### src/rtl/ss_pkg.sv
package ss_pkg;
   typedef enum logic {
      SS_EDGE_RISE = 1'b0,
      SS_EDGE_FALL = 1'b1
   } ss_edge_e;
endpackage

### src/rtl/ss_strobe_sync.sv
module ss_strobe_sync
   import ss_pkg::*;
#(
   parameter int       STAGES = 2,
   parameter ss_edge_e EDGE   = SS_EDGE_RISE
) (
   input  logic clk,
   input  logic rst_n,
   input  logic strobe_i,
   output logic step_o
);
   localparam logic IDLE = (EDGE == SS_EDGE_FALL);

   initial assert (STAGES >= 0 && STAGES <= 4)
      else $error("ss_strobe_sync: STAGES must lie in 0..4");

   logic synced;
   logic prev_q;

   generate
      if (STAGES == 0) begin : g_raw
         assign synced = strobe_i;
      end else begin : g_sync
         logic [STAGES-1:0] chain_q;
         for (genvar i = 0; i < STAGES; i++) begin : g_stage
            if (i == 0) begin : g_first
               always_ff @(posedge clk) begin
                  if (!rst_n) chain_q[0] <= IDLE;
                  else        chain_q[0] <= strobe_i;
               end
            end else begin : g_next
               always_ff @(posedge clk) begin
                  if (!rst_n) chain_q[i] <= IDLE;
                  else        chain_q[i] <= chain_q[i-1];
               end
            end
         end
         assign synced = chain_q[STAGES-1];
      end
   endgenerate

   always_ff @(posedge clk) begin
      if (!rst_n) prev_q <= IDLE;
      else        prev_q <= synced;
   end

   generate
      if (EDGE == SS_EDGE_RISE) begin : g_rise
         assign step_o = synced & ~prev_q;
      end else begin : g_fall
         assign step_o = ~synced & prev_q;
      end
   endgenerate


   single_step_chk: assert property (@(posedge clk) disable iff (!rst_n)
      step_o |=> !step_o);
endmodule

### src/rtl/ss_frame_ctr.sv
module ss_frame_ctr #(
   parameter int FRAME_LEN = 16
) (
   input  logic clk,
   input  logic rst_n,
   input  logic step_i,
   input  logic clear_i,
   output logic load_o
);
   localparam int CW = (FRAME_LEN > 2) ? $clog2(FRAME_LEN) : 1;
   localparam logic [CW-1:0] LAST = CW'(FRAME_LEN - 1);

   initial assert (FRAME_LEN >= 2)
      else $error("ss_frame_ctr: FRAME_LEN must be at least 2");

   logic [CW-1:0] pos_q;

   always_ff @(posedge clk) begin
      if (!rst_n || clear_i) begin
         pos_q <= '0;
      end else if (step_i) begin
         if (pos_q == LAST) pos_q <= '0;
         else               pos_q <= pos_q + 1'b1;
      end
   end

   assign load_o = step_i & ~clear_i & (pos_q == '0);


   wrap_chk: assert property (@(posedge clk) disable iff (!rst_n)
      (step_i && !clear_i && pos_q == LAST) |=> (pos_q == '0));

   clear_chk: assert property (@(posedge clk) disable iff (!rst_n)
      clear_i |=> (pos_q == '0));
endmodule

### src/rtl/ss_shifter.sv
module ss_shifter #(
   parameter int WIDTH = 16
) (
   input  logic             clk,
   input  logic             rst_n,
   input  logic             step_i,
   input  logic             load_i,
   input  logic             clear_i,
   input  logic [WIDTH-1:0] par_i,
   output logic             ser_o
);
   logic [WIDTH-1:0] sr_q;

   always_ff @(posedge clk) begin
      if (!rst_n || clear_i) sr_q <= '1;
      else if (load_i)       sr_q <= par_i;
      else if (step_i)       sr_q <= {1'b1, sr_q[WIDTH-1:1]};
   end

   assign ser_o = sr_q[0];


   load_bit0_chk: assert property (@(posedge clk) disable iff (!rst_n)
      (load_i && !clear_i) |=> (ser_o == $past(par_i[0])));

   clear_high_chk: assert property (@(posedge clk) disable iff (!rst_n)
      clear_i |=> ser_o);

   hold_chk: assert property (@(posedge clk) disable iff (!rst_n)
      (!step_i && !load_i && !clear_i) |=> $stable(ser_o));
endmodule

### src/rtl/status_serializer.sv
module status_serializer
   import ss_pkg::*;
#(
   parameter int       WIDTH       = 16,
   parameter int       SYNC_STAGES = 2,
   parameter ss_edge_e STROBE_EDGE = SS_EDGE_RISE
) (
   input  logic             clk,
   input  logic             rst_n,
   input  logic             strobe,
   input  logic [WIDTH-1:0] status_in,
   input  logic             ctrl_wr,
   output logic             sdo
);
   initial assert (WIDTH >= 2 && WIDTH <= 64)
      else $error("status_serializer: WIDTH must lie in 2..64");

   logic step;
   logic load;

   ss_strobe_sync #(.STAGES(SYNC_STAGES), .EDGE(STROBE_EDGE)) u_sync (
      .clk(clk), .rst_n(rst_n), .strobe_i(strobe), .step_o(step));

   ss_frame_ctr #(.FRAME_LEN(WIDTH)) u_ctr (
      .clk(clk), .rst_n(rst_n), .step_i(step), .clear_i(ctrl_wr),
      .load_o(load));

   ss_shifter #(.WIDTH(WIDTH)) u_sh (
      .clk(clk), .rst_n(rst_n), .step_i(step), .load_i(load),
      .clear_i(ctrl_wr), .par_i(status_in), .ser_o(sdo));


   reset_idle_chk: assert property (@(posedge clk)
      !rst_n |=> sdo);
endmodule

### config.mk
export PLATFORM = sky130hd
export DESIGN_NAME = status_serializer
export DESIGN_NICKNAME = d
export VERILOG_FILES = /design/src/rtl/ss_pkg.sv /design/src/rtl/ss_strobe_sync.sv /design/src/rtl/ss_frame_ctr.sv /design/src/rtl/ss_shifter.sv /design/src/rtl/status_serializer.sv
export SDC_FILE = /design/constraint.sdc
export NUM_CORES = 1
export LEC_CHECK = 0
export CORE_MARGIN = 2
export CORE_UTILIZATION = 45
export CTS_CLUSTER_SIZE = 25
export DETAILED_ROUTE_END_ITERATION = 7
export DONT_BUFFER_PORTS = 1
export GPL_ROUTABILITY_DRIVEN = 0
export PLACE_DENSITY_LB_ADDON = 0.12
export SLEW_MARGIN = 10
export SYNTH_ARGS = -nofsm -noshare
export SYNTH_HDL_FRONTEND = slang
export SYNTH_HIERARCHICAL = 1
export SYNTH_SLANG_ARGS = --single-unit
### constraint.sdc
create_clock -name clk -period 1.65 [get_ports clk]
set_input_delay 0.33 -clock clk [delete_from_list [all_inputs] [get_ports clk]]
set_output_delay 0.33 -clock clk [all_outputs]
set_load 0.02 [all_outputs]
**After elaboration in Yosys (flattened, before gate mapping)**

Index checks and enable logic that the tools add are counted.
Widths: inputs -> output; s select.

- Word-level logic and storage cells: 19
- Flip-flop bits (word level): 23
- Output and inout bits: 1
- Input bits: 20

- Eq/ne operators: 1
- Reduce and logical (&&, ||, !) cells: 4
- $add $sub $neg: 1
- Multiplexer cells: 3
- Bitwise logic cells: 5

Operators with widths:

| operator | count |
|---|---|
| $mux 16 | 2 |
| $add 4x1->4 const B | 1 |
| $eq 4x4->1 const B | 1 |
| $logic_not 4->1 | 1 |
| $mux 4 | 1 |
| $and 1x1->1 | 3 |
| $not 1->1 | 2 |
| $reduce_bool 2->1 | 1 |
| $logic_not 1->1 | 1 |
| $logic_or 1x1->1 | 1 |

**Depth between registers and ports, before layout**

Gate-level depths: netlist of run 1.

- Word-level depth: 5
- Gate-level depth with buffers: 6
- Mapped depth without buffers: 5

**Cells and area by module**

Netlist of run 1, hierarchy kept.

Modules (own cells, without submodules):

| module | area an instance (µm²) | cells an instance | instances |
|---|---|---|---|
| ss_shifter | 704.4 | 56 | 1 |
| ss_frame_ctr | 211.5 | 25 | 1 |
| ss_strobe_sync | 92.6 | 7 | 1 |

**Worst setup path before layout of run 1**

Ideal clock, no wire load.

- Path kind: reg-to-reg
- Start: register u_ctr.pos_q[0]
- End: register u_sh.sr_q[1]
- Slack: 0.206 ns
- Cell stages (with the launch flop): 7
- Arrival time: 1.324 ns
- Library setup time: 0.120 ns
- Buffers on the path: 1
- Cells stage by stage: dfxtp_1 inv_2 ha_1 and4b_1 nor3b_4 buf_6 a2bb2oi_1

- Longest elaborated chain between the ends: 3
- Elaborated cells on any way between the ends: 4

RTL lines:

| what | line | source |
|---|---|---|
| start, declared | ss_frame_ctr.sv:16 | `logic [CW-1:0] pos_q;` |
| start signal, assigned | ss_frame_ctr.sv:23 | `else pos_q <= pos_q + 1'b1;` |
| $logic_not 4->1 (*) | ss_frame_ctr.sv:27 | `assign load_o = step_i & ~clear_i & (pos_q == '0);` |
| $and 1x1->1 (*) | ss_frame_ctr.sv:27 |  |
| named net load | status_serializer.sv:19 | `logic load;` |
| $mux 16 / $reduce_bool 2->1 (equally long branches) | -- |  |
| end signal, assigned | ss_shifter.sv:16 | `else if (load_i) sr_q <= par_i;` |
| end signal, assigned | ss_shifter.sv:17 | `else if (step_i) sr_q <= {1'b1, sr_q[WIDTH-1:1]};` |
| end, declared | ss_shifter.sv:12 | `logic [WIDTH-1:0] sr_q;` |

The timed path passes the listed nets; every way through them passes the cells marked *.
A chain may end at the register's enable or synchronous reset.

**Worst setup path in the final report of run 1**

- Start: register u_ctr.pos_q[0]
- End: register u_sh.sr_q[9]

The elaborated chain is that of the path after synthesis.

==> results of run 1 <==
layout make-up:
cell class,count,area (um2)
clock buffers,3,22.5
well taps,28,35.0
repair buffers,4,30.0
inverters,2,7.51
clock inverters,1,5.00
multi-input cells,59,499
fillers,221,1110
flip-flops and latches,23,460
layout by cell type (no fill, tap or decap):
cell type / synthesis / layout
a21oi_1: 3 / 3
a2bb2oi_1: 15 / 15
and2_1: 3 / 3
and4b_1: 1 / 1
buf_4: 1 / 4
clkbuf_4: 0 / 3
clkinv_2: 0 / 1
dfxtp_1: 23 / 23
ha_1: 2 / 2
inv_1: 1 / 1
inv_2: 1 / 1
mux2i_1: 16 / 16
nand2_1: 2 / 2
nand2b_1: 1 / 1
nand3_1: 2 / 2
nand3b_4: 1 / 1
nor2_1: 3 / 3
nor2b_1: 2 / 2
nor2b_4: 1 / 1
nor3_1: 1 / 1
nor3b_4: 1 / 1
o21ai_0: 1 / 1
o21ai_1: 1 / 1
or2b_1: 1 / 1
or4_1: 1 / 1
xor2_1: 1 / 1
metrics by stage:
step	hold slack [ns]	total power, mW	setup WS (ns)	util [%]	instances
detailed placement	0.431	0.635	0.193	47.6	116
global route	0.128	0.914	0.0464	48.8	120
finish	0.131	0.877	0.171	48.8	120
global placement	0.412	0.634	0.206	47.6	116
CTS	0.118	0.894	0.165	48.8	120
floorplan	0.406	0.628	0.206	-	88
cells by family (layout without fill, tap and decap cells):
kind of cell | Yosys count | in the layout
multiplexers | 16 | 16
AND/OR/NAND/NOR | 20 | 20
AO/OA/AOI/OAI | 20 | 20
flip-flops | 23 | 23
adder cells (fa/ha/maj) | 2 | 2
buffers and inverters | 6 | 10
XOR/XNOR | 1 | 1
per-layer routing:
layer	up-vias	track usage, %
met4	0	6.58
met5	-	0
met1	313	19.0
met2	19	20.3
li1	332	-
met3	2	3.22
flip-flops by register name, summed over array words and instances (netlist names):
signal,flops
u_sync/prev_q,1
u_sh/sr_q,16
u_ctr/pos_q,4
u_sync/g_sync.chain_q,1
u_sync/synced,1
worst max-delay path, stage by stage, from the launching register on:
cell       delay, ns
dfxtp_1         0.41
inv_2           0.06
ha_1            0.18
and4b_1         0.25
nor3b_4         0.22
buf_4           0.19
a2bb2oi_1       0.07
worst max-delay path by stage:
| stage | from | end | cells after the start |
|---|---|---|---|
| 2_1_floorplan | u_ctr/pos_q[0]$_SDFFE_PP0P_ | u_sh/sr_q[1]$_SDFFE_PP1P_ | 6 |
| 3_3_place_gp | u_ctr/pos_q[0]$_SDFFE_PP0P_ | u_sh/sr_q[10]$_SDFFE_PP1P_ | 6 |
| 3_5_place_dp | u_ctr/pos_q[0]$_SDFFE_PP0P_ | u_sh/sr_q[9]$_SDFFE_PP1P_ | 6 |
| 4_1_cts | u_ctr/pos_q[0]$_SDFFE_PP0P_ | u_sh/sr_q[9]$_SDFFE_PP1P_ | 6 |
| 5_1_grt | u_ctr/pos_q[0]$_SDFFE_PP0P_ | u_sh/sr_q[4]$_SDFFE_PP1P_ | 6 |
| 6_report | u_ctr/pos_q[0]$_SDFFE_PP0P_ | u_sh/sr_q[9]$_SDFFE_PP1P_ | 6 |
where the power goes:
| group | internal [mW] | total (mW) | switching [mW] |
|---|---|---|---|
| logic | 0.0333 | 0.0565 | 0.0232 |
| clock network | 0.0903 | 0.255 | 0.165 |
| registers | 0.562 | 0.566 | 0.00371 |
==> results.sh, run 1 <==
export IMPL_antenna_found_initial=0
export IMPL_grt_overflow_total=0
export IMPL_setup_worst_path_start_class="flip-flop"
export IMPL_drc=0
export IMPL_cts_tree="done"
export IMPL_dr_wl_met2_um=720
export IMPL_tns_ns=0
export IMPL_synthCells=88
export IMPL_grt_total_usage_pct=13.8
export IMPL_placed_area_um2=1030
export IMPL_synth_async_reset_ratio_pct=0
export IMPL_synth_edf_count=0
export IMPL_slew_violations=0
export IMPL_synthXorXnorAreaFrac_pct=0.868
export IMPL_first_pass_iters=4
export IMPL_synth_top_family_by_area="multiplexers"
export IMPL_synth_area_leaders="dfxtp_1 46%, mux2i_1 16%, a2bb2oi_1 13%"
export IMPL_ys_warn_count=6
export IMPL_num_vias=666
export IMPL_die_width_um=51.3
export IMPL_syn_area_per_cell_um2=11.5
export IMPL_io_pins=21
export IMPL_finalCritPeriodShare_pct=89.6
export IMPL_clkTransAtPathRegs_ns=0.13
export IMPL_critical_path_max_fanout=8
export IMPL_port_buffers=0
export IMPL_power_density_nw_per_um2=828
export IMPL_synth_fa_ha_area_share_pct=2.48
export IMPL_hold_path_class="in2reg"
export IMPL_cts_made_buffers=3
export IMPL_cts_max_path_buffers=2
export IMPL_worstHoldPathCells=2
export IMPL_fin_skew_ns=0.00349
export IMPL_cts_max_level=1
export IMPL_wire_per_inst_um=13.7
export IMPL_hold_path_startpoint="ctrl_wr"
export IMPL_status="complete, no violations"
export IMPL_setup_violations=0
export IMPL_row_count=17
export IMPL_ys_seq_elements=23
export IMPL_design_die_area_um2=2640
export IMPL_clkSinkCount=23
export IMPL_synth_distinct_cells=25
export IMPL_synth_nets=110
export IMPL_grt_start_max_net_pins=16
export IMPL_r2r_end="u_sh/sr_q[9]$_SDFFE_PP1P_"
export IMPL_critical_path_class="reg2reg"
export IMPL_insertion_delay_ns=0.30
export IMPL_routed_wl_met3_um=88
export IMPL_cts_hold_buf=0
export IMPL_synthFlopType="dfxtp_1"
export IMPL_core_um2=2170
export IMPL_cp_arrival_ns=1.69
export IMPL_nets=115
export IMPL_tightest_slew_ns=0.249
export IMPL_synth_cell_area_um2=1010
export IMPL_finalHoldViolCount=0
export IMPL_die_height_um=51.3
export IMPL_leakage_nw=0.405
export IMPL_top_layer="met4"
export IMPL_ys_top_cells_by_count="23 x dfxtp_1, 16 x mux2i_1, 15 x a2bb2oi_1"
export IMPL_required_ns=1.86
export IMPL_synthSimpleGateAreaFrac_pct=14.8
export IMPL_grt_pass1_vias=608
export IMPL_holdPathEnd="u_sh/sr_q[15]$_SDFFE_PP1P_"
export IMPL_start_util_pct=46.5
export IMPL_r2r_worst_path_cells=6
export IMPL_antennaDiodeCount=0
export IMPL_drv_cap=0
export IMPL_wl_met1_um=826
export IMPL_clock_tree_root_cell="clkbuf_4"
export IMPL_stdcell_area_um2=1060
export IMPL_dp_hpwl_um=1160
export IMPL_drive_above_1_share_pct=13.0
export IMPL_synth_top_area_share_pct=45.7
export IMPL_vias_per_cell=5.55
export IMPL_r2r_start="u_ctr/pos_q[0]$_SDFFE_PP0P_"
export IMPL_vdd_drop_max_v=0.000535
export IMPL_first_iter_violations=6
export IMPL_routed_wl_um=1650
export IMPL_synth_area_mux_share_pct=15.9
export IMPL_rsz0062_at_grt="no"
export IMPL_post_route_min_period_ns=1.48
export IMPL_cts_resized=0
export IMPL_yosysTopAreaCell="dfxtp_1"
export IMPL_synth_compound_area_share_pct=15.5
export IMPL_end_kind="flip-flop"
export IMPL_relSlewSlack_pct=83.4
export IMPL_reg2reg_slack_ns=0.17
export IMPL_areaGrowthSynthToFinish_pct=5.09
export IMPL_drt_antenna_violating_nets=0
export IMPL_synth_most_common_cell="dfxtp_1"
export IMPL_postCtsSetupBuffers=0
export IMPL_yosysSeqAreaShare_pct=45.7
export IMPL_grt_pass1_wl_um=2700
export IMPL_fmax_mhz=676
No activity file was read; power rests on OpenSTA's default activity.
==> run 2: changes to the inputs <==
Settings changed: CORE_ASPECT_RATIO set to 1.1.
==> run 2 against run 1 <==
  * Final area grew 0.71%
  * Clock skew grew 0.0040 ns
  * Critical path depth is the same
  * Die area is essentially flat
  * Count of clock-buffer cells in the layout is the same
  * Sequential power is essentially flat
  * Routed wire length shrank 1.2%
  * Setup slack gained 0.018 ns
  * Register-to-register slack gained 0.02 ns
  * Flip-flop and latch count is the same
  * Critical path type unchanged
  * Highest routed layer unchanged
==> results.sh, run 2 (same netlist as run 1, synthesis figures left out) <==
export IMPL_worstHoldPathCells=2
export IMPL_cp_arrival_ns=1.67
export IMPL_postCtsSetupBuffers=0
export IMPL_finalHoldViolCount=0
export IMPL_hold_path_class="in2reg"
export IMPL_final_cell_mix="23 x dfxtp_1, 16 x mux2i_1, 15 x a2bb2oi_1, 5 x buf_4"
export IMPL_r2r_start="u_ctr/pos_q[0]$_SDFFE_PP0P_"
export IMPL_nFillCells=206
export IMPL_grt_pass1_vias=639
export IMPL_layout_commonest_cell="dfxtp_1"
export IMPL_r2r_worst_path_cells=6
export IMPL_vdd_drop_max_v=0.000587
export IMPL_cts_made_buffers=3
export IMPL_power_switching_mw=0.194
export IMPL_drt_antenna_violating_nets=0
export IMPL_cts_max_level=1
export IMPL_drv_cap=0
export IMPL_design_die_area_um2=2640
export IMPL_antennaDiodeCount=0
export IMPL_critical_path_max_fanout=6
export IMPL_switching_share_pct=22.0
export IMPL_setup_violations=0
export IMPL_grt_total_usage_pct=13.9
export IMPL_tns_ns=0
export IMPL_port_buffers=0
export IMPL_insertion_delay_ns=0.31
export IMPL_grt_pass1_wl_um=2820
export IMPL_power_frac_comb_pct=6.6
export IMPL_areaGrowthSynthToFinish_pct=5.83
export IMPL_io_pins=21
export IMPL_cts_tree="done"
export IMPL_r2r_end="u_sh/sr_q[7]$_SDFFE_PP1P_"
export IMPL_die_height_um=53.7
export IMPL_power_frac_seq_pct=64.2
export IMPL_routed_wl_um=1630
export IMPL_core_um2=2060
export IMPL_hold_path_startpoint="ctrl_wr"
export IMPL_clkSinkCount=23
export IMPL_rsz0062_at_grt="no"
export IMPL_status="complete, no violations"
export IMPL_crit_path_cell_trace="inv_2 > ha_1 > and4b_1 > nor3b_4 > buf_4 > a2bb2oi_1"
export IMPL_required_ns=1.86
export IMPL_drive_above_1_share_pct=14.0
export IMPL_holdPathEnd="u_sh/sr_q[15]$_SDFFE_PP1P_"
export IMPL_largest_reg_flops=16
export IMPL_top_regs="u_sh/sr_q: 16 flops, u_ctr/pos_q: 4 flops"
export IMPL_fin_total_pwr_mw=0.881
export IMPL_leakage_nw=0.410
export IMPL_vias_per_cell=5.40
export IMPL_end_kind="flip-flop"
export IMPL_antenna_found_initial=0
export IMPL_fin_util_pct=51.7
export IMPL_die_width_um=49.1
export IMPL_wire_per_inst_um=13.5
export IMPL_reg2reg_slack_ns=0.19
export IMPL_placed_area_um2=1040
export IMPL_slew_violations=0
export IMPL_cts_max_path_buffers=2
export IMPL_fin_skew_ns=0.00745
export IMPL_finalCritPeriodShare_pct=88.5
export IMPL_cts_hold_buf=0
export IMPL_p_int_mw=0.687
export IMPL_first_pass_iters=4
export IMPL_slowest_delay_ns=0.40
export IMPL_clock_power_share_pct=29.2
export IMPL_post_route_min_period_ns=1.46
export IMPL_setup_worst_path_start_class="flip-flop"
export IMPL_relSlewSlack_pct=83.2
export IMPL_num_vias=653
export IMPL_nets=116
export IMPL_stdcell_area_um2=1070
export IMPL_power_density_nw_per_um2=826
export IMPL_slowest_stage="dfxtp_1"
export IMPL_tightest_slew_ns=0.251
export IMPL_first_iter_violations=9
export IMPL_drc=0
export IMPL_cts_resized=0
export IMPL_start_util_pct=48.9
export IMPL_regMostFlops="u_sh/sr_q"
export IMPL_grt_start_max_net_pins=16
export IMPL_row_count=17
export IMPL_clock_tree_root_cell="clkbuf_4"
export IMPL_grt_overflow_total=0
export IMPL_fmax_mhz=685
export IMPL_critical_path_class="reg2reg"
export IMPL_clkTransAtPathRegs_ns=0.13
export IMPL_dp_hpwl_um=1210
-- run 2: changes by cell type in the layout (fill, tap and decap cells not counted) --
| cell | delta |
|---|---|
| buf_4 | +1 |
-- run 2: worst max-delay path: cells and delay by family, from the launching register on --
family	cells	cell delay, ns
adder cells (fa/ha/maj)	1	0.18
AND/OR/NAND/NOR	2	0.49
buffers and inverters	2	0.23
AO/OA/AOI/OAI	1	0.06
flip-flops	1	0.40
-- run 2: worst max path at each step --
stage | startpoint | endpoint | cells past startpoint
floorplan | u_ctr/pos_q[0]$_SDFFE_PP0P_ | u_sh/sr_q[1]$_SDFFE_PP1P_ | 6
global placement | u_ctr/pos_q[1]$_SDFFE_PP0P_ | u_sh/sr_q[5]$_SDFFE_PP1P_ | 6
detailed placement | u_ctr/pos_q[0]$_SDFFE_PP0P_ | u_sh/sr_q[7]$_SDFFE_PP1P_ | 6
CTS | u_ctr/pos_q[0]$_SDFFE_PP0P_ | u_sh/sr_q[7]$_SDFFE_PP1P_ | 6
global route | u_ctr/pos_q[0]$_SDFFE_PP0P_ | u_sh/sr_q[9]$_SDFFE_PP1P_ | 6
finish | u_ctr/pos_q[0]$_SDFFE_PP0P_ | u_sh/sr_q[7]$_SDFFE_PP1P_ | 6
-- run 2: through the flow --
step                      hold slack (ns)  setup slack, ns  instances
after floorplan                     0.406            0.206         88
after global placement              0.415            0.217        117
after detailed placement            0.430            0.184        117
after CTS                           0.125            0.173        121
after global routing                0.110           0.0656        121
final                               0.139            0.189        121
-- run 2: area by class of cell --
cell class                      instances  area (um2)  area share [%]
Multi-Input combinational cell         59         499            46.8
Sequential cell                        23         460            43.1
Timing Repair Buffer                    5        37.5            3.52
Tap cell                               28        35.0            3.28
Clock buffer                            3        22.5            2.11
Inverter                                2        7.51           0.703
Clock inverter                          1        5.00           0.469
-- run 2: routing by layer --
| metal | up-vias | share of wire [%] | track usage (%) |
|---|---|---|---|
| met4 | 0 | 0.55 | 5.71 |
| li1 | 333 | - | - |
| met1 | 297 | 47 | 18.6 |
| met3 | 2 | 7.1 | 4.17 |
| met2 | 21 | 45 | 20.9 |
| met5 | - | 0 | 0 |
-- run 2: power by group through the flow --
| stage | Combinational [mW] | Sequential (mW) | Clock (mW) |
|---|---|---|---|
| after floorplan | 0.0504 | 0.577 | 0 |
| final | 0.0582 | 0.565 | 0.257 |
| after detailed placement | 0.0588 | 0.578 | 0 |
| after CTS | 0.0589 | 0.566 | 0.269 |
| after global placement | 0.0578 | 0.578 | 0 |
| after global routing | 0.0633 | 0.567 | 0.293 |
==> run 3: changes to the inputs <==
Settings changed: CTS_CLUSTER_SIZE 25 to unset, PLACE_DENSITY_LB_ADDON 0.12 to unset, REMOVE_ABC_BUFFERS set to 1.
==> run 3 against run 2 <==
  * Count of clock-buffer cells in the layout up 1
  * First-iteration DRC count down 67%
  * Fmax shrank 1.3%
  * Highest routed layer is now met3
  * Largest power group unchanged
  * Sequential share of layout area grew 0.46 points
==> results.sh, run 3 (same netlist as run 1, synthesis figures left out) <==
export IMPL_status="complete, no violations"
export IMPL_fin_skew_ns=0.00780
export IMPL_clkSinkCount=23
export IMPL_slowest_delay_ns=0.40
export IMPL_crit_path_cell_trace="inv_2 > ha_1 > and4b_1 > nor3b_4 > buf_12 > a2bb2oi_1"
export IMPL_relSlewSlack_pct=82.7
export IMPL_clock_tree_root_cell="clkbuf_4"
export IMPL_io_pins=21
export IMPL_dr_wl_met2_um=799
export IMPL_post_route_min_period_ns=1.48
export IMPL_cts_hold_buf=0
export IMPL_grt_total_usage_pct=13.5
export IMPL_finalHoldViolCount=0
export IMPL_hold_path_class="in2reg"
export IMPL_antenna_found_initial=0
export IMPL_areaGrowthSynthToFinish_pct=4.71
export IMPL_end_kind="flip-flop"
export IMPL_num_vias=630
export IMPL_cts_resized=0
export IMPL_regMostFlops="u_sh/sr_q"
export IMPL_worst_path_stages=6
export IMPL_postCtsSetupBuffers=0
export IMPL_fin_cells=118
export IMPL_grt_start_max_net_pins=17
export IMPL_wire_per_inst_um=13.1
export IMPL_routed_wl_met3_um=101
export IMPL_dp_hpwl_um=1140
export IMPL_slowest_stage="dfxtp_1"
export IMPL_top_regs="u_sh/sr_q: 16 flops, u_ctr/pos_q: 4 flops"
export IMPL_routed_wl_um=1540
export IMPL_drt_antenna_violating_nets=0
export IMPL_insertion_delay_ns=0.30
export IMPL_drive_above_1_share_pct=10.0
export IMPL_vdd_drop_max_v=0.000523
export IMPL_start_util_pct=48.9
export IMPL_top_layer="met3"
export IMPL_first_pass_iters=4
export IMPL_path_delay_family="simple AND/OR/NAND/NOR gates"
export IMPL_critical_path_max_fanout=15
export IMPL_leakage_nw=0.395
export IMPL_drv_cap=0
export IMPL_core_um2=2060
export IMPL_wl_met1_um=639
export IMPL_cts_tree="done"
export IMPL_critPathBufInv=2
export IMPL_place_inst=114
export IMPL_largest_reg_flops=16
export IMPL_r2r_worst_path_cells=6
export IMPL_port_buffers=0
export IMPL_cts_made_buffers=3
export IMPL_grt_overflow_total=0
export IMPL_antennaDiodeCount=0
export IMPL_critical_path_class="reg2reg"
export IMPL_nets=113
export IMPL_row_count=17
export IMPL_first_iter_violations=3
export IMPL_fin_hold_ws_ns=0.146
export IMPL_rsz0062_at_grt="no"
export IMPL_tightest_slew_ns=0.259
export IMPL_layout_commonest_cell="dfxtp_1"
export IMPL_setup_violations=0
export IMPL_vias_per_cell=5.34
export IMPL_cp_arrival_ns=1.67
export IMPL_fmax_mhz=675
export IMPL_cts_max_level=1
export IMPL_die_height_um=53.7
export IMPL_slew_violations=0
export IMPL_tns_ns=0
export IMPL_cts_max_path_buffers=2
export IMPL_power_density_nw_per_um2=817
export IMPL_setup_worst_path_start_class="flip-flop"
export IMPL_nFillCells=210
export IMPL_die_width_um=49.1
export IMPL_drc=0
export IMPL_required_ns=1.84
export IMPL_finalCritPeriodShare_pct=89.7
export IMPL_worstHoldPathCells=1
export IMPL_final_cell_mix="23 x dfxtp_1, 16 x mux2i_1, 15 x a2bb2oi_1"
export IMPL_design_die_area_um2=2640
export IMPL_clkTransAtPathRegs_ns=0.12
export IMPL_grt_pass1_vias=596
export IMPL_grt_pass1_wl_um=2680
==> run 3: stage by stage <==
stage / power [mW] / worst slack, ns / cell area [um2] / util, %
after floorplan: 0.621 / -0.00385 / 967 / -
after global placement: 0.634 / 0.205 / 1030 / 49.9
after detailed placement: 0.635 / 0.180 / 1030 / 49.9
after CTS: 0.878 / 0.159 / 1060 / 51.2
after global routing: 0.899 / 0.0605 / 1060 / 51.2
final: 0.863 / 0.169 / 1060 / 51.2
==> run 3: final timing paths <==
path	startpoint	to	slack, ns
setup / recovery	u_ctr/pos_q[0]$_SDFFE_PP0P_	u_sh/sr_q[1]$_SDFFE_PP1P_	0.17
hold / removal	rst_n	u_sync/g_sync.chain_q[0]$_SDFF_PN0_	0.15
setup reg to reg	u_ctr/pos_q[0]$_SDFFE_PP0P_	u_sh/sr_q[1]$_SDFFE_PP1P_	0.17
hold reg to reg	u_sync/g_sync.chain_q[0]$_SDFF_PN0_	u_sync/synced$_SDFF_PN0_	0.44
==> run 3: power by group <==
part	switching, mW	internal (mW)	leakage (nW)	total [mW]
combinational	0.0225	0.0339	0.194	0.0565
sequential	0.00339	0.562	0.187	0.565
clock	0.147	0.0940	0.0150	0.241
==> run 3: final cells by class <==
class,count,area [um2],area share [%]
well taps,28,35.0,3.32
inverters,2,7.51,0.711
clock buffers,4,26.3,2.49
flip-flops and latches,23,460,43.6
repair buffers,2,27.5,2.61
multi-input cells,59,499,47.3
==> run 3: layer usage <==
layer  global-route usage (%)  vias up
met2                     24.1       13
met4                     5.71        0
met3                     4.72        0
li1                         -      324
met1                     14.7      293
met5                        0        -
==> run 3: worst register-to-register path: stages, from the launching register on <==
cell and delay, ns:
dfxtp_1 0.40, inv_2 0.06, ha_1 0.19, and4b_1 0.25, nor3b_4 0.25, buf_12 0.16, a2bb2oi_1 0.07
